File: config.mk
export PLATFORM = sky130hd
export DESIGN_NAME = jtag_launch_timer
export DESIGN_NICKNAME = d
export VERILOG_FILES = /design/src/rtl/jlt_pkg.sv /design/src/rtl/jlt_edge_src.sv /design/src/rtl/jlt_link_pipe.sv /design/src/rtl/jlt_ofs_timer.sv /design/src/rtl/jtag_launch_timer.sv
export SDC_FILE = /design/constraint.sdc
export NUM_CORES = 1
export LEC_CHECK = 0
export BUFFER_PORTS_ARGS = -buffer_cell sky130_fd_sc_hd__buf_2
export CAP_MARGIN = 25
export CORE_MARGIN = 3
export CORE_UTILIZATION = 52
export CTS_CLUSTER_SIZE = 20
export DETAILED_ROUTE_END_ITERATION = 10
export GPL_TIMING_DRIVEN = 0
export PLACE_DENSITY = 0.76
export SYNTH_ARGS = -nofsm -noshare
export SYNTH_HDL_FRONTEND = slang
export SYNTH_SLANG_ARGS = --single-unit
File: constraint.sdc
create_clock -name clk -period 2.55 [get_ports clk]
set_input_delay 0.255 -clock clk [delete_from_list [all_inputs] [get_ports clk]]
set_output_delay 0.255 -clock clk [all_outputs]
set_load 0.03 [all_outputs]
File: src/rtl/jlt_pkg.sv
package jlt_pkg;
    localparam int LINK_W = 3;
    localparam int OFS_W  = 3;
    localparam int BYP_W  = 2;

    typedef struct packed {
        logic              no_rclk;
        logic              fall;
        logic [BYP_W-1:0]  byp;
        logic [LINK_W-1:0] link;
        logic [OFS_W-1:0]  tms_ofs;
        logic [OFS_W-1:0]  tdi_ofs;
    } cfg_t;
endpackage

File: src/rtl/jlt_edge_src.sv
// Picks the return-clock source and flags the selected edge.
module jlt_edge_src #(
    parameter int BYP_W = 2,
    localparam int BYP_DEPTH = 2 ** BYP_W
) (
    input  logic             clk,
    input  logic             rst_n,
    input  logic             no_rclk_i,
    input  logic             fall_i,
    input  logic [BYP_W-1:0] byp_sel_i,
    input  logic             rclk_i,
    input  logic             tck_i,
    output logic             launch_o
);
    typedef struct packed {
        logic [BYP_DEPTH-1:0] line;
        logic                 src;
    } st_t;

    st_t  st_d, st_q;
    logic src_now;

    always_comb begin
        st_d      = st_q;
        // loop-back line: tap 0 is one register behind tck_i
        st_d.line = {st_q.line[BYP_DEPTH-2:0], tck_i};
        src_now   = no_rclk_i ? st_q.line[byp_sel_i] : rclk_i;
        st_d.src  = src_now;
        launch_o  = fall_i ? (st_q.src & ~src_now) : (~st_q.src & src_now);
    end

    always_ff @(posedge clk or negedge rst_n) begin
        if (!rst_n) st_q <= '0;
        else        st_q <= st_d;
    end
endmodule

File: src/rtl/jlt_link_pipe.sv
// Fixed-depth shift pipeline with a selectable output tap.
module jlt_link_pipe #(
    parameter int DEPTH  = 5,
    parameter int W      = 2,
    parameter int LINK_W = 3
) (
    input  logic              clk,
    input  logic              rst_n,
    input  logic              vld_i,
    input  logic [W-1:0]      bits_i,
    input  logic [LINK_W-1:0] link_i,
    output logic              vld_o,
    output logic [W-1:0]      bits_o
);
    logic [DEPTH-1:0][W:0] stg_d, stg_q;

    always_comb begin
        stg_d[0] = {vld_i, bits_i};
        for (int i = 1; i < DEPTH; i++) stg_d[i] = stg_q[i-1];
        vld_o  = 1'b0;
        bits_o = '0;
        for (int i = 0; i < DEPTH; i++) begin
            if (LINK_W'(i + 1) == link_i) begin
                vld_o  = stg_q[i][W];
                bits_o = stg_q[i][W-1:0];
            end
        end
    end

    always_ff @(posedge clk or negedge rst_n) begin
        if (!rst_n) stg_q <= '0;
        else        stg_q <= stg_d;
    end
endmodule

File: src/rtl/jlt_ofs_timer.sv
// Per-pin fine offset: holds a launched bit for a counted number of cycles.
module jlt_ofs_timer #(
    parameter int   CNT_W   = 4,
    parameter logic RST_VAL = 1'b1
) (
    input  logic             clk,
    input  logic             rst_n,
    input  logic             tap_vld_i,
    input  logic             tap_bit_i,
    input  logic [CNT_W-1:0] ofs_i,
    output logic             out_o
);
    typedef struct packed {
        logic             out;
        logic             pend;
        logic             bit_h;
        logic [CNT_W-1:0] cnt;
    } st_t;

    st_t st_d, st_q;

    always_comb begin
        st_d = st_q;
        if (tap_vld_i) begin
            if (ofs_i == '0) begin
                st_d.out  = tap_bit_i;
                st_d.pend = 1'b0;
            end else begin
                st_d.pend  = 1'b1;
                st_d.cnt   = ofs_i - CNT_W'(1);
                st_d.bit_h = tap_bit_i;
            end
        end else if (st_q.pend) begin
            if (st_q.cnt == '0) begin
                st_d.out  = st_q.bit_h;
                st_d.pend = 1'b0;
            end else begin
                st_d.cnt = st_q.cnt - CNT_W'(1);
            end
        end
        out_o = st_q.out;
    end

    always_ff @(posedge clk or negedge rst_n) begin
        if (!rst_n) begin
            st_q     <= '0;
            st_q.out <= RST_VAL;
        end else begin
            st_q <= st_d;
        end
    end
endmodule

File: src/rtl/jtag_launch_timer.sv
module jtag_launch_timer #(
    parameter int LINK_MIN = 3,
    parameter int LINK_MAX = 5
) (
    input  logic                      clk,
    input  logic                      rst_n,
    input  logic                      busy_i,
    input  logic                      no_rclk_i,
    input  logic                      rclk_i,
    input  logic                      tck_i,
    input  logic                      fall_launch_i,
    input  logic [jlt_pkg::LINK_W-1:0] link_dly_i,
    input  logic [jlt_pkg::OFS_W-1:0]  tms_ofs_i,
    input  logic [jlt_pkg::OFS_W-1:0]  tdi_ofs_i,
    input  logic [jlt_pkg::BYP_W-1:0]  byp_dly_i,
    input  logic                      tms_nxt_i,
    input  logic                      tdi_nxt_i,
    input  logic                      term_tck_i,
    input  logic                      term_tdi_i,
    output logic                      tms_o,
    output logic                      tdi_o,
    output logic                      term_en_o
);
    import jlt_pkg::*;

    localparam int CNT_W = OFS_W + 1;
    localparam int NSIG  = 2;   // index 1 = TMS, index 0 = TDI

    cfg_t cfg_d, cfg_q;
    logic                      launch;
    logic                      tap_vld;
    logic [NSIG-1:0]           tap_bits;
    logic [NSIG-1:0][CNT_W-1:0] ofs_eff;
    logic [NSIG-1:0]           pin_out;

    // settings capture, clamped, idle only
    always_comb begin
        cfg_d = cfg_q;
        if (!busy_i) begin
            cfg_d.no_rclk = no_rclk_i;
            cfg_d.fall    = fall_launch_i;
            cfg_d.byp     = byp_dly_i;
            cfg_d.tms_ofs = tms_ofs_i;
            cfg_d.tdi_ofs = tdi_ofs_i;
            if (link_dly_i < LINK_W'(LINK_MIN))      cfg_d.link = LINK_W'(LINK_MIN);
            else if (link_dly_i > LINK_W'(LINK_MAX)) cfg_d.link = LINK_W'(LINK_MAX);
            else                                     cfg_d.link = link_dly_i;
        end
        ofs_eff[1] = {1'b0, cfg_q.tms_ofs};
        ofs_eff[0] = (cfg_q.tdi_ofs == cfg_q.tms_ofs)
                   ? ({1'b0, cfg_q.tdi_ofs} + CNT_W'(1))
                   : {1'b0, cfg_q.tdi_ofs};
    end

    always_ff @(posedge clk or negedge rst_n) begin
        if (!rst_n) begin
            cfg_q      <= '0;
            cfg_q.link <= LINK_W'(LINK_MIN);
        end else begin
            cfg_q <= cfg_d;
        end
    end

    jlt_edge_src #(.BYP_W(BYP_W)) u_src (
        .clk       (clk),
        .rst_n     (rst_n),
        .no_rclk_i (cfg_q.no_rclk),
        .fall_i    (cfg_q.fall),
        .byp_sel_i (cfg_q.byp),
        .rclk_i    (rclk_i),
        .tck_i     (tck_i),
        .launch_o  (launch)
    );

    jlt_link_pipe #(.DEPTH(LINK_MAX), .W(NSIG), .LINK_W(LINK_W)) u_pipe (
        .clk    (clk),
        .rst_n  (rst_n),
        .vld_i  (launch),
        .bits_i ({tms_nxt_i, tdi_nxt_i}),
        .link_i (cfg_q.link),
        .vld_o  (tap_vld),
        .bits_o (tap_bits)
    );

    for (genvar g = 0; g < NSIG; g++) begin : g_tim
        jlt_ofs_timer #(.CNT_W(CNT_W), .RST_VAL(1'b1)) u_tim (
            .clk       (clk),
            .rst_n     (rst_n),
            .tap_vld_i (tap_vld),
            .tap_bit_i (tap_bits[g]),
            .ofs_i     (ofs_eff[g]),
            .out_o     (pin_out[g])
        );
    end

    assign tms_o     = pin_out[1];
    assign tdi_o     = pin_out[0];
    assign term_en_o = term_tck_i | term_tdi_i;
endmodule

Word-level counts from Yosys, hierarchy flattened. Cells that the tools add are included.

Register bits after elaboration: 47.

Multiplexer cells: 35. Order comparisons: 3. Equal/unequal tests: 12. Add/sub/neg operators: 5. Bitwise gates (word level): 7. Reduce and logical (&&, ||, !) cells: 14.

Operators with widths (count): 4-bit two-way mux (9); 2-bit two-way mux (11); 4-bit logical NOT (4); 1-bit two-way mux (12); 3-bit AND reduction (4); 4-bit by 1-bit subtractor with 4-bit output (second input constant) (3); 2-bit inequality test (second input constant) (4); 2-bit nonzero test (4); 2-bit by 3-bit equality test with 1-bit output (first input constant) (2); 3-bit equality test (first input constant) (2); 3-bit two-way mux (2); 3-bit by 1-bit adder with 4-bit output (second input constant) (1); 2-bit by 1-bit inequality test with 1-bit output (second input constant) (2); 1-bit inverter (4); 2-bit AND reduction (2); 3-bit by 1-bit subtractor with 4-bit output (second input constant) (1); 1-bit by 3-bit equality test with 1-bit output (first input constant) (1); 3-bit equality test (1); 3-bit greater-than comparator (second input constant) (1); 2-bit by 3-bit less-than comparator with 1-bit output (second input constant) (1); 3-bit by 2-bit less-than comparator with 1-bit output (second input constant) (1); 1-bit AND (2); 1-bit binary-select mux with 2-bit select (1); 1-bit OR (1).

Depth between registers and ports, before layout. Gate-level depths: netlist (run 1).

Depth in word-level cells: 8. Mapped depth: 13. Mapped depth without buffers: 10.

Modules after synthesis. A second synthesis (run 1) with hierarchy kept.

Cell total of the unflattened synthesis: 175. Area, all modules: 2163.3 sq um.

By module, submodules not included: jlt_ofs_timer (sequential area each 176.4 sq um, cells an instance 42, instances 2, area each 416.6 sq um); jtag_launch_timer (sequential area each 327.8 sq um, cells an instance 45, instances 1, area each 614.3 sq um); jlt_link_pipe (sequential area each 375.4 sq um, cells an instance 33, instances 1, area each 518.0 sq um); jlt_edge_src (sequential area each 125.1 sq um, cells an instance 13, instances 1, area each 197.7 sq um).

Least setup slack after synthesis (run 1). Ideal clock, no wire load.

Path type: flip-flop to flip-flop. Start point: register cfg_q[6] (netlist name). End point: register g_tim[0].u_tim.st_q[2] (netlist name). Arrival time: 2407 ps. Library setup time: 120 ps. Setup slack: 23 ps. Stages on the path, launching flop included: 14. Path buffers: 3. Path through: dfstp_2 buf_6 mux2_4 and3_4 buf_6 or2_1 buf_6 nand2_1 a21boi_0 ha_1 nand3_1 nor3_1 a31oi_1 o211a_1.

Longest elaborated chain between the ends: 8.

RTL lines: start, declared (line jtag_launch_timer.sv:29) `cfg_t cfg_d, cfg_q;`; start signal, assigned (line jtag_launch_timer.sv:60) `cfg_q <= cfg_d;`; 1-bit by 3-bit equality test with 1-bit output (line jlt_link_pipe.sv:23) `if (LINK_W'(i + 1) == link_i) begin`; 1-bit two-way mux (4 in series) (line jlt_link_pipe.sv:23); 1-bit two-way mux (*) (line jlt_link_pipe.sv:23); 2-bit inequality test (no source line) (tied with other cells); 3-bit AND reduction (no source line); end signal, assigned (line jlt_ofs_timer.sv:49) `st_q <= st_d;`; end, declared (line jlt_ofs_timer.sv:20) `st_t st_d, st_q;`.

Mark *: on every way between the ends. The rest lies on a longest branch, timed or not. A chain may end at the register's enable or synchronous reset.

Final worst setup path (run 1). Ends and elaborated chain as after synthesis.

==> results of run 1 <==
-- report_power, final --
group	switching [mW]	leakage, nW	internal [mW]	total [mW]
clock	0.251	0.0412	0.192	0.443
sequential	0.130	0.552	0.899	1.03
combinational	0.358	0.582	0.343	0.701
-- placed cells by master (no fill, tap or decap), types with 3 or more instances in the layout --
cell type | netlist | routed
o21ai_0 | 9 | 9
clkbuf_1 | 5 | 6
a31o_2 | 3 | 3
dfstp_2 | 4 | 4
mux2i_1 | 9 | 8
nand2_1 | 8 | 7
buf_4 | 0 | 11
nand4_1 | 3 | 3
inv_1 | 8 | 8
dfrtp_1 | 43 | 43
nand3_1 | 9 | 8
a21oi_1 | 10 | 10
xnor2_1 | 3 | 3
a211oi_1 | 6 | 6
mux2_2 | 16 | 16
buf_2 | 2 | 25
nor2_1 | 10 | 10
nor3_1 | 6 | 5
clkbuf_8 | 0 | 5
-- routing by layer --
metal,global-route usage [%],wire length [um],vias up,share of wire [%]
met1,25.0,2010,835,46
met4,4.38,56,0,1.3
met5,0,0,-,0
met2,29.8,2120,39,48
li1,-,-,798,-
met3,4.16,187,8,4.3
-- cells in the mapped netlist, types with 4 or more instances --
cell	instances	area share (%)
a211oi_1	6	2.0
a21oi_1	10	2.2
clkbuf_1	5	0.83
dfrtp_1	43	48
dfstp_2	4	4.6
inv_1	8	1.3
mux2_2	16	8.0
mux2i_1	9	4.0
nand2_1	8	1.3
nand3_1	9	2.0
nor2_1	10	1.7
nor3_1	6	1.3
o21ai_0	9	2.0
-- worst paths after layout --
path	slack (ns)	from	endpoint
setup / recovery	0.12	cfg_q[6]$_DFFE_PN1N_	g_tim[0].u_tim.st_q[2]$_DFFE_PN0P_
hold / removal	0.06	tck_i	u_src.st_d[2]$_DFF_PN0_
setup reg to reg	0.12	cfg_q[6]$_DFFE_PN1N_	g_tim[0].u_tim.st_q[2]$_DFFE_PN0P_
hold reg to reg	0.37	u_pipe.stg_d[13]$_DFF_PN0_	u_pipe.stg_q[13]$_DFF_PN0_
max in group asynchronous	1.65	rst_n	cfg_q[7]$_DFFE_PN1N_
min in group asynchronous	0.36	rst_n	cfg_q[1]$_DFFE_PN0N_
-- layout make-up --
cell class / count / area, sq um / share of cell area [%]
Multi-Input combinational cell: 129 / 1010 / 38.3
Clock inverter: 2 / 12.5 / 0.472
Inverter: 8 / 30.0 / 1.13
Tap cell: 50 / 62.6 / 2.36
Clock buffer: 6 / 72.6 / 2.74
Sequential cell: 47 / 1180 / 44.5
Timing Repair Buffer: 37 / 233 / 8.77
Buffer: 8 / 46.3 / 1.75
-- per-stage QoR --
step           setup slack, ns  power (mW)  instances  hold WS (ns)  area, sq um
6_report                 0.124        2.17        287        0.0571         2650
3_3_place_gp            -0.150        1.65        268         0.355         2450
2_1_floorplan           0.0227        1.50        194       -0.0406         2260
5_1_grt                0.00264        2.32        287        0.0425         2650
3_5_place_dp            -0.168        1.67        268         0.364         2450
4_1_cts                 0.0344        2.15        279        0.0431         2560
-- flip-flops by register name, indices dropped and copies added, names as in the netlist --
register,flops
g_tim.u_tim.st_q,12
u_src.st_q,2
u_pipe.stg_d,12
g_tim.u_tim.out_o,2
u_src.st_d,3
u_pipe.stg_q,3
cfg_q,13
-- kinds of logic (layout without fill, tap and decap cells) --
| group | Yosys count | count (layout) |
|---|---|---|
| mux | 27 | 27 |
| fa+ha+maj | 3 | 3 |
| compound gates | 42 | 42 |
| xor+xnor | 3 | 3 |
| buf+inv | 18 | 61 |
| simple gates | 54 | 54 |
| flops | 47 | 47 |
-- repair_timing --
item	4_1_cts	5_1_grt
hold buffers	0	1
gates resized for setup	6	5
setup buffers	4	7
endpoints found under the setup margin	1	2
endpoints found under the hold margin	0	8
pin swaps	4	3
==> report_table.html, run 1 <==
<table>
<tr><th>Metric</th><th>Value</th></tr>
<tr><th colspan="2">Cells and area</th></tr>
<tr><td>Nets@finish</td><td>261</td></tr>
<tr><td>Number of antenna repair diodes</td><td>0</td></tr>
<tr><td>Fill cell count</td><td>334</td></tr>
<tr><td>Area growth from synthesis to layout</td><td>17.2%</td></tr>
<tr><td>Final Util</td><td>64.9%</td></tr>
<tr><td>Layout cell share with drive strength beyond 1</td><td>36.3%</td></tr>
<tr><th colspan="2">Worst setup path</th></tr>
<tr><td>Required time of the critical path</td><td>2.75 ns</td></tr>
<tr><td>Data arrival time of the worst path</td><td>2.62 ns</td></tr>
<tr><td>CP Depth</td><td>11</td></tr>
<tr><td>Critical Path Max Stage Delay</td><td>0.59 ns</td></tr>
<tr><td>Startpoint Class</td><td>flop</td></tr>
<tr><td>Worst Reg2Reg Path Length in Cells</td><td>11</td></tr>
<tr><td>Slowest-stage cell, CP</td><td>dfstp_2</td></tr>
<tr><td>CP max FO</td><td>5</td></tr>
<tr><td>Cell occurring most often along the worst timing path</td><td>buf_4</td></tr>
<tr><td>Count of buffering cells on the critical path with inverters included</td><td>3</td></tr>
<tr><td>Critical path cell sequence</td><td>buf_4 -&gt; a21oi_1 -&gt; a211oi_4 -&gt; or2_4 -&gt; buf_6 -&gt; nand2_2 -&gt; a21boi_2 -&gt; ha_2 -&gt; buf_4 -&gt; a2111o_1 -&gt; o211a_1</td></tr>
<tr><td>Cell type group with the largest total delay on the critical path</td><td>compound AO/OA/AOI/OAI gates</td></tr>
<tr><td>Worst Setup Path Type</td><td>flop to flop</td></tr>
<tr><td>Type of element capturing the critical path</td><td>flop</td></tr>
<tr><th colspan="2">Floorplan</th></tr>
<tr><td>Initial Utilization</td><td>55.4%</td></tr>
<tr><td>X dimension of the die</td><td>72.0 um</td></tr>
<tr><td>Row count</td><td>23</td></tr>
<tr><td>Die ar.</td><td>0.00518 sq mm</td></tr>
<tr><td>Vertical die dimension</td><td>72.0 um</td></tr>
<tr><td>Boundary Pins</td><td>25</td></tr>
<tr><td>Core area</td><td>0.00409 sq mm</td></tr>
<tr><th colspan="2">Synth</th></tr>
<tr><td>Leading register cell type out of synthesis</td><td>dfrtp_1</td></tr>
<tr><td>Mean post-synth cell area</td><td>11.7 sq um</td></tr>
<tr><td>Count of yosys warnings during synthesis</td><td>0</td></tr>
<tr><td>Cells after synthesis</td><td>194</td></tr>
<tr><td>Post-synthesis share of cell area spent on xor and xnor gates</td><td>1.16%</td></tr>
<tr><td>Dominant combinational cell family by area after synthesis</td><td>compound AO/OA/AOI/OAI gates</td></tr>
<tr><td>Sequential share of the synthesized area</td><td>52.2%</td></tr>
<tr><td>Distinct cells, synth</td><td>45</td></tr>
<tr><td>Area fraction in compound gates after synthesis</td><td>13.9%</td></tr>
<tr><td>EDFF count, synth</td><td>0</td></tr>
<tr><td>Post-synthesis mux area share</td><td>13.6%</td></tr>
<tr><td>Area of the mapped netlist</td><td>0.00226 sq mm</td></tr>
<tr><td>Fraction of the mapped netlist area in simple logic gates</td><td>13.4%</td></tr>
<tr><td>Adder-cell area share of the yosys netlist</td><td>1.66%</td></tr>
<tr><td>Synthesized netlist net count</td><td>219</td></tr>
<tr><td>Async SR Flop Fraction</td><td>100%</td></tr>
<tr><td>Flip-flop and latch count after synthesis</td><td>47</td></tr>
<tr><th colspan="2">Clocking</th></tr>
<tr><td>CTS tree</td><td>built</td></tr>
<tr><td>Max H-tree Level</td><td>2</td></tr>
<tr><td>CTS clock-pin slew for the worst setup and hold paths</td><td>0.09 ns</td></tr>
<tr><td>Number of buffers inserted during clock tree synthesis</td><td>5</td></tr>
<tr><td>Buffer type at the clock tree root</td><td>clkbuf_8</td></tr>
<tr><td>Max Buffers Root-to-Sink</td><td>2</td></tr>
<tr><td>Clock Sink Count</td><td>47</td></tr>
<tr><td>Clock Latency Late Sink</td><td>0.30 ns</td></tr>
<tr><th colspan="2">STA</th></tr>
<tr><td>Transition time at the pin with the least slew margin</td><td>0.543 ns</td></tr>
<tr><td>Post-layout minimum cycle time</td><td>2.43 ns</td></tr>
<tr><td>Hold violation total from the final report</td><td>0</td></tr>
<tr><td>Finish-stage setup viols</td><td>0</td></tr>
<tr><td>Worst-case headroom to the max-slew limit</td><td>63.4%</td></tr>
<tr><td>Period utilisation layout</td><td>95.1%</td></tr>
<tr><td>RSZ-0062 raised after global routing</td><td>no</td></tr>
<tr><td>Total negative setup slack</td><td>0 ns</td></tr>
<tr><td>Skew final</td><td>0.00939 ns</td></tr>
<tr><td>Highest Clock Rate</td><td>412 MHz</td></tr>
<tr><td>Count of final max-slew check failures</td><td>0</td></tr>
<tr><th colspan="2">Routing</th></tr>
<tr><td>1st-iter DRT viols</td><td>126</td></tr>
<tr><td>1st-pass router iterations</td><td>4</td></tr>
<tr><td>Average detailed-routed wire length per instance</td><td>15.2 um</td></tr>
<tr><td>Routed via count</td><td>1680</td></tr>
<tr><td>Number of design rule violations left after detail routing</td><td>0</td></tr>
<tr><td>Final antenna-violating net count</td><td>0</td></tr>
<tr><td>Detailed-route wire length</td><td>4370 um</td></tr>
<tr><td>Post-detailed-route via-to-cell ratio</td><td>5.85</td></tr>
<tr><th colspan="2">Global route</th></tr>
<tr><td>Aggregate global routing overflow</td><td>0</td></tr>
<tr><td>Maximum number of pins on one net before global-route repair</td><td>48</td></tr>
<tr><td>Wire length of the first global-routing pass</td><td>7490 um</td></tr>
<tr><td>Antenna violations before repair</td><td>0</td></tr>
<tr><td>All-layer global routing usage</td><td>18.3%</td></tr>
<tr><td>Number of global-route vias before repair</td><td>1617</td></tr>
<tr><th colspan="2">Pwr</th></tr>
<tr><td>Peak supply drop</td><td>0.000397 V</td></tr>
<tr><td>Power Density</td><td>819 mW/mm^2</td></tr>
<tr><td>Leakage power total</td><td>1.18 nW</td></tr>
<tr><th colspan="2">Placed design</th></tr>
<tr><td># port buffers</td><td>24</td></tr>
<tr><td>Routability congestion estimate</td><td>0.817</td></tr>
<tr><td>Post-DP HPWL</td><td>2950 um</td></tr>
<tr><th colspan="2">Status</th></tr>
<tr><td>Result of the run</td><td>completed</td></tr>
<tr><th colspan="2">Worst hold path</th></tr>
<tr><td>Worst min-delay path category</td><td>input port to flop</td></tr>
<tr><td>Hold path depth</td><td>1</td></tr>
<tr><th colspan="2">Run</th></tr>
<tr><td>Max Cap Violations</td><td>0</td></tr>
</table>
Power figures use the tool's default switching activity.
==> run 2: changes to the inputs <==
Settings changed: CELL_PAD_IN_SITES_DETAIL_PLACEMENT set to 0, CELL_PAD_IN_SITES_GLOBAL_PLACEMENT set to 1, CORE_UTILIZATION 52 to 42.
==> run 2 against run 1 <==
- largest cell class unchanged
- maximum frequency decreased by 0.27%
- via count decreased by 5.2%
- register-to-register slack about the same
- sequential power is essentially flat
==> report_table.html, run 2 (synthesized netlist as in run 1, its figures left out) <==
<table>
<tr><th>Metric</th><th>Value</th></tr>
<tr><th colspan="2">Status</th></tr>
<tr><td>Result of the run</td><td>completed</td></tr>
<tr><th colspan="2">Worst setup path</th></tr>
<tr><td>Worst Setup Path Type</td><td>flop to flop</td></tr>
<tr><td>Required time of the critical path</td><td>2.75 ns (about the same)</td></tr>
<tr><td>Critical Path Max Stage Delay</td><td>0.59 ns (about the same)</td></tr>
<tr><td>Slowest-stage cell, CP</td><td>dfstp_2</td></tr>
<tr><td>Terminus of the critical flop-to-flop path</td><td>g_tim[0].u_tim.st_q[2]$_DFFE_PN0P_</td></tr>
<tr><td>CP max FO</td><td>8 (+3)</td></tr>
<tr><td>Count of buffering cells on the critical path with inverters included</td><td>1 (-2)</td></tr>
<tr><td>Worst Reg2Reg Path Length in Cells</td><td>11 (unchanged)</td></tr>
<tr><td>Cell type group with the largest total delay on the critical path</td><td>simple AND/OR/NAND/NOR gates</td></tr>
<tr><td>Slack of the worst reg-to-reg path</td><td>0.12 ns (about the same)</td></tr>
<tr><td>CP Depth</td><td>11 (unchanged)</td></tr>
<tr><td>Type of element capturing the critical path</td><td>flop</td></tr>
<tr><td>R2R Path Start</td><td>cfg_q[6]$_DFFE_PN1N_</td></tr>
<tr><td>Startpoint Class</td><td>flop</td></tr>
<tr><td>Critical path cell sequence</td><td>mux2_4 -&gt; and3_4 -&gt; or2_4 -&gt; buf_8 -&gt; nand2_2 -&gt; a21boi_2 -&gt; ha_2 -&gt; nand3_2 -&gt; nor3_2 -&gt; a31oi_1 -&gt; o211a_1</td></tr>
<tr><td>Data arrival time of the worst path</td><td>2.63 ns (about the same)</td></tr>
<tr><th colspan="2">Pwr</th></tr>
<tr><td>Power Density</td><td>872 mW/mm^2 (+6.4%)</td></tr>
<tr><td>Part of the total power dissipated in combinational logic</td><td>29.6% (-2.7 points)</td></tr>
<tr><td>Portion of total power attributed to sequential cells</td><td>43.2% (-4.1 points)</td></tr>
<tr><td>Clk pwr share</td><td>27.2% (+6.8 points)</td></tr>
<tr><td>Leakage power total</td><td>1.20 nW (+1.8%)</td></tr>
<tr><td>Total power consumption of the routed design</td><td>2.37 mW (+9.2%)</td></tr>
<tr><td>Switching power as a share of total power</td><td>30.7% (-3.3 points)</td></tr>
<tr><td>Sw Pwr</td><td>0.729 mW (-1.3%)</td></tr>
<tr><td>Peak supply drop</td><td>0.000316 V (-20%)</td></tr>
<tr><td>Internal power consumption</td><td>1.64 mW (+15%)</td></tr>
<tr><th colspan="2">STA</th></tr>
<tr><td>Hold violation total from the final report</td><td>0 (unchanged)</td></tr>
<tr><td>Worst-case headroom to the max-slew limit</td><td>64.7% (+1.3 points)</td></tr>
<tr><td>Count of final max-slew check failures</td><td>0 (unchanged)</td></tr>
<tr><td>Period utilisation layout</td><td>95.4% (+0.26 points)</td></tr>
<tr><td>Post-layout minimum cycle time</td><td>2.43 ns (+0.00651 ns)</td></tr>
<tr><td>Highest Clock Rate</td><td>411 MHz (-0.27%)</td></tr>
<tr><td>Finish-stage setup viols</td><td>0 (unchanged)</td></tr>
<tr><td>Final Worst Setup Slack</td><td>0.118 ns (-0.00651 ns)</td></tr>
<tr><td>Skew final</td><td>0.00739 ns (-0.00200 ns)</td></tr>
<tr><td>Transition time at the pin with the least slew margin</td><td>0.525 ns (-0.0188 ns)</td></tr>
<tr><td>RSZ-0062 raised after global routing</td><td>no</td></tr>
<tr><th colspan="2">Global route</th></tr>
<tr><td>Wire length of the first global-routing pass</td><td>7400 um (-1.1%)</td></tr>
<tr><td>Antenna violations before repair</td><td>0 (unchanged)</td></tr>
<tr><td>M2 GR Usage</td><td>23.6% (-6.2 points)</td></tr>
<tr><td>Number of global-route vias before repair</td><td>1575 (-2.6%)</td></tr>
<tr><td>All-layer global routing usage</td><td>14.9% (-3.4 points)</td></tr>
<tr><td>Maximum number of pins on one net before global-route repair</td><td>37 (-23%)</td></tr>
<tr><td>Met3 routing resource usage after global routing</td><td>3.72% (-0.43 points)</td></tr>
<tr><td>Most Used Layer, Global Route</td><td>met2</td></tr>
<tr><td>Aggregate global routing overflow</td><td>0 (unchanged)</td></tr>
<tr><td>Met1 track demand over resource</td><td>20.4% (-4.6 points)</td></tr>
<tr><th colspan="2">Routing</th></tr>
<tr><td>Detailed-route wire length</td><td>4300 um (-1.6%)</td></tr>
<tr><td>1st-pass router iterations</td><td>4 (unchanged)</td></tr>
<tr><td>Post-detailed-route via-to-cell ratio</td><td>5.24 (-11%)</td></tr>
<tr><td>Final antenna-violating net count</td><td>0 (unchanged)</td></tr>
<tr><td>Average detailed-routed wire length per instance</td><td>14.2 um (-7.1%)</td></tr>
<tr><td>Routed via count</td><td>1592 (-5.2%)</td></tr>
<tr><td>1st-iter DRT viols</td><td>39 (-69%)</td></tr>
<tr><td>Number of design rule violations left after detail routing</td><td>0 (unchanged)</td></tr>
<tr><th colspan="2">Placed design</th></tr>
<tr><td>Post-place setup slack</td><td>-0.151 ns (+0.0169 ns)</td></tr>
<tr><td>Post-DP HPWL</td><td>3030 um (+2.8%)</td></tr>
<tr><td>Routability congestion estimate</td><td>0.818 (+0.17%)</td></tr>
<tr><td># port buffers</td><td>24 (unchanged)</td></tr>
<tr><th colspan="2">Clocking</th></tr>
<tr><td>Max Buffers Root-to-Sink</td><td>2 (unchanged)</td></tr>
<tr><td>CTS tree</td><td>built</td></tr>
<tr><td>Clock Latency Late Sink</td><td>0.30 ns (about the same)</td></tr>
<tr><td>Max H-tree Level</td><td>2 (unchanged)</td></tr>
<tr><td>Clock Sink Count</td><td>47 (unchanged)</td></tr>
<tr><td>Buffer type at the clock tree root</td><td>clkbuf_8</td></tr>
<tr><td>Number of buffers inserted during clock tree synthesis</td><td>5 (unchanged)</td></tr>
<tr><td>CTS clock-pin slew for the worst setup and hold paths</td><td>0.09 ns (about the same)</td></tr>
<tr><th colspan="2">Floorplan</th></tr>
<tr><td>Die ar.</td><td>0.00631 sq mm (+22%)</td></tr>
<tr><td>Row count</td><td>26 (+13%)</td></tr>
<tr><td>Vertical die dimension</td><td>79.4 um (+10%)</td></tr>
<tr><td>Boundary Pins</td><td>25 (unchanged)</td></tr>
<tr><td>Core area</td><td>0.00517 sq mm (+27%)</td></tr>
<tr><td>X dimension of the die</td><td>79.4 um (+10%)</td></tr>
<tr><td>Initial Utilization</td><td>43.8% (-12 points)</td></tr>
<tr><th colspan="2">Cells and area</th></tr>
<tr><td>Fill cell count</td><td>472 (+41%)</td></tr>
<tr><td>Layout cell share with drive strength beyond 1</td><td>35.0% (-1.2 points)</td></tr>
<tr><td>Number of flip-flops in the largest register</td><td>13 (unchanged)</td></tr>
<tr><td>Number of antenna repair diodes</td><td>0 (unchanged)</td></tr>
<tr><td>Most common library cell in the layout ignoring fill and taps</td><td>dfrtp_1</td></tr>
<tr><td>Nets@finish</td><td>258 (-1.1%)</td></tr>
<tr><td>Area growth from synthesis to layout</td><td>20.2%</td></tr>
<tr><td>Highest-count cells in the layout ignoring fill and taps</td><td>dfrtp_1, buf_2, mux2_2</td></tr>
<tr><td>Register with the most flip-flops</td><td>cfg_q</td></tr>
<tr><td>Register cell area after layout</td><td>0.00118 sq mm (unchanged)</td></tr>
<tr><td>Final Util</td><td>52.6% (-12 points)</td></tr>
<tr><td>Area used by multi-input combinational logic</td><td>0.00101 sq mm (-0.37%)</td></tr>
<tr><th colspan="2">Worst hold path</th></tr>
<tr><td>Hold Crit Endpoint</td><td>u_src.st_d[2]$_DFF_PN0_</td></tr>
<tr><td>Worst min-delay path category</td><td>input port to flop</td></tr>
<tr><td>Hold_sp</td><td>tck_i</td></tr>
<tr><td>Hold path depth</td><td>1 (unchanged)</td></tr>
<tr><th colspan="2">Run</th></tr>
<tr><td>Max Cap Violations</td><td>0 (unchanged)</td></tr>
</table>
-- run 2: what timing repair did --
item | 4_1_cts | 5_1_grt
resized for setup | 4 | 6
pin swaps | 2 | 3
endpoints found under the setup margin | 1 | 2
hold endpoints to repair | 9 | 0
setup buffers | 4 | 3
hold buffers | 1 | 0
gates cloned | 0 | 1
-- run 2: metal layers --
layer | share of wire (%) | vias to the layer above
li1 | - | 793
met1 | 49 | 758
met2 | 46 | 36
met3 | 4.0 | 5
met4 | 0.98 | 0
met5 | 0 | -
-- run 2: through the flow --
step           instance area, sq um  setup TNS (ns)  hold WS [ns]  std cells
2_1_floorplan                  2260               0       -0.0406        194
3_3_place_gp                   2470          -0.155         0.354        288
3_5_place_dp                   2490          -0.151         0.172        289
4_1_cts                        2670               0        0.0452        302
5_1_grt                        2720               0        0.0378        304
6_report                       2720               0        0.0563        304
-- run 2: final cells by class --
cell class | count | share of cell area (%)
Clock inverter | 2 | 2.21
Timing Repair Buffer | 34 | 8.37
Buffer | 8 | 1.84
Inverter | 8 | 1.10
Multi-Input combinational cell | 129 | 37.2
Clock buffer | 6 | 2.67
Tap cell | 70 | 3.22
Sequential cell | 47 | 43.4
-- run 2: worst max path at each step --
stage	start	end
floorplan	cfg_q[6]$_DFFE_PN1N_	g_tim[0].u_tim.st_q[2]$_DFFE_PN0P_
global placement	cfg_q[6]$_DFFE_PN1N_	g_tim[0].u_tim.st_q[2]$_DFFE_PN0P_
detailed placement	cfg_q[6]$_DFFE_PN1N_	g_tim[0].u_tim.st_q[2]$_DFFE_PN0P_
CTS	cfg_q[6]$_DFFE_PN1N_	g_tim[0].u_tim.st_q[2]$_DFFE_PN0P_
global route	cfg_q[6]$_DFFE_PN1N_	g_tim[0].u_tim.st_q[2]$_DFFE_PN0P_
finish	cfg_q[6]$_DFFE_PN1N_	g_tim[0].u_tim.st_q[2]$_DFFE_PN0P_
-- run 2: power groups by stage --
stage	clock [mW]	combinational (mW)	sequential, mW
floorplan	0	0.477	1.03
global placement	0	0.628	1.03
detailed placement	0	0.641	1.03
CTS	0.660	0.671	1.02
global route	0.690	0.782	1.05
finish	0.644	0.703	1.02
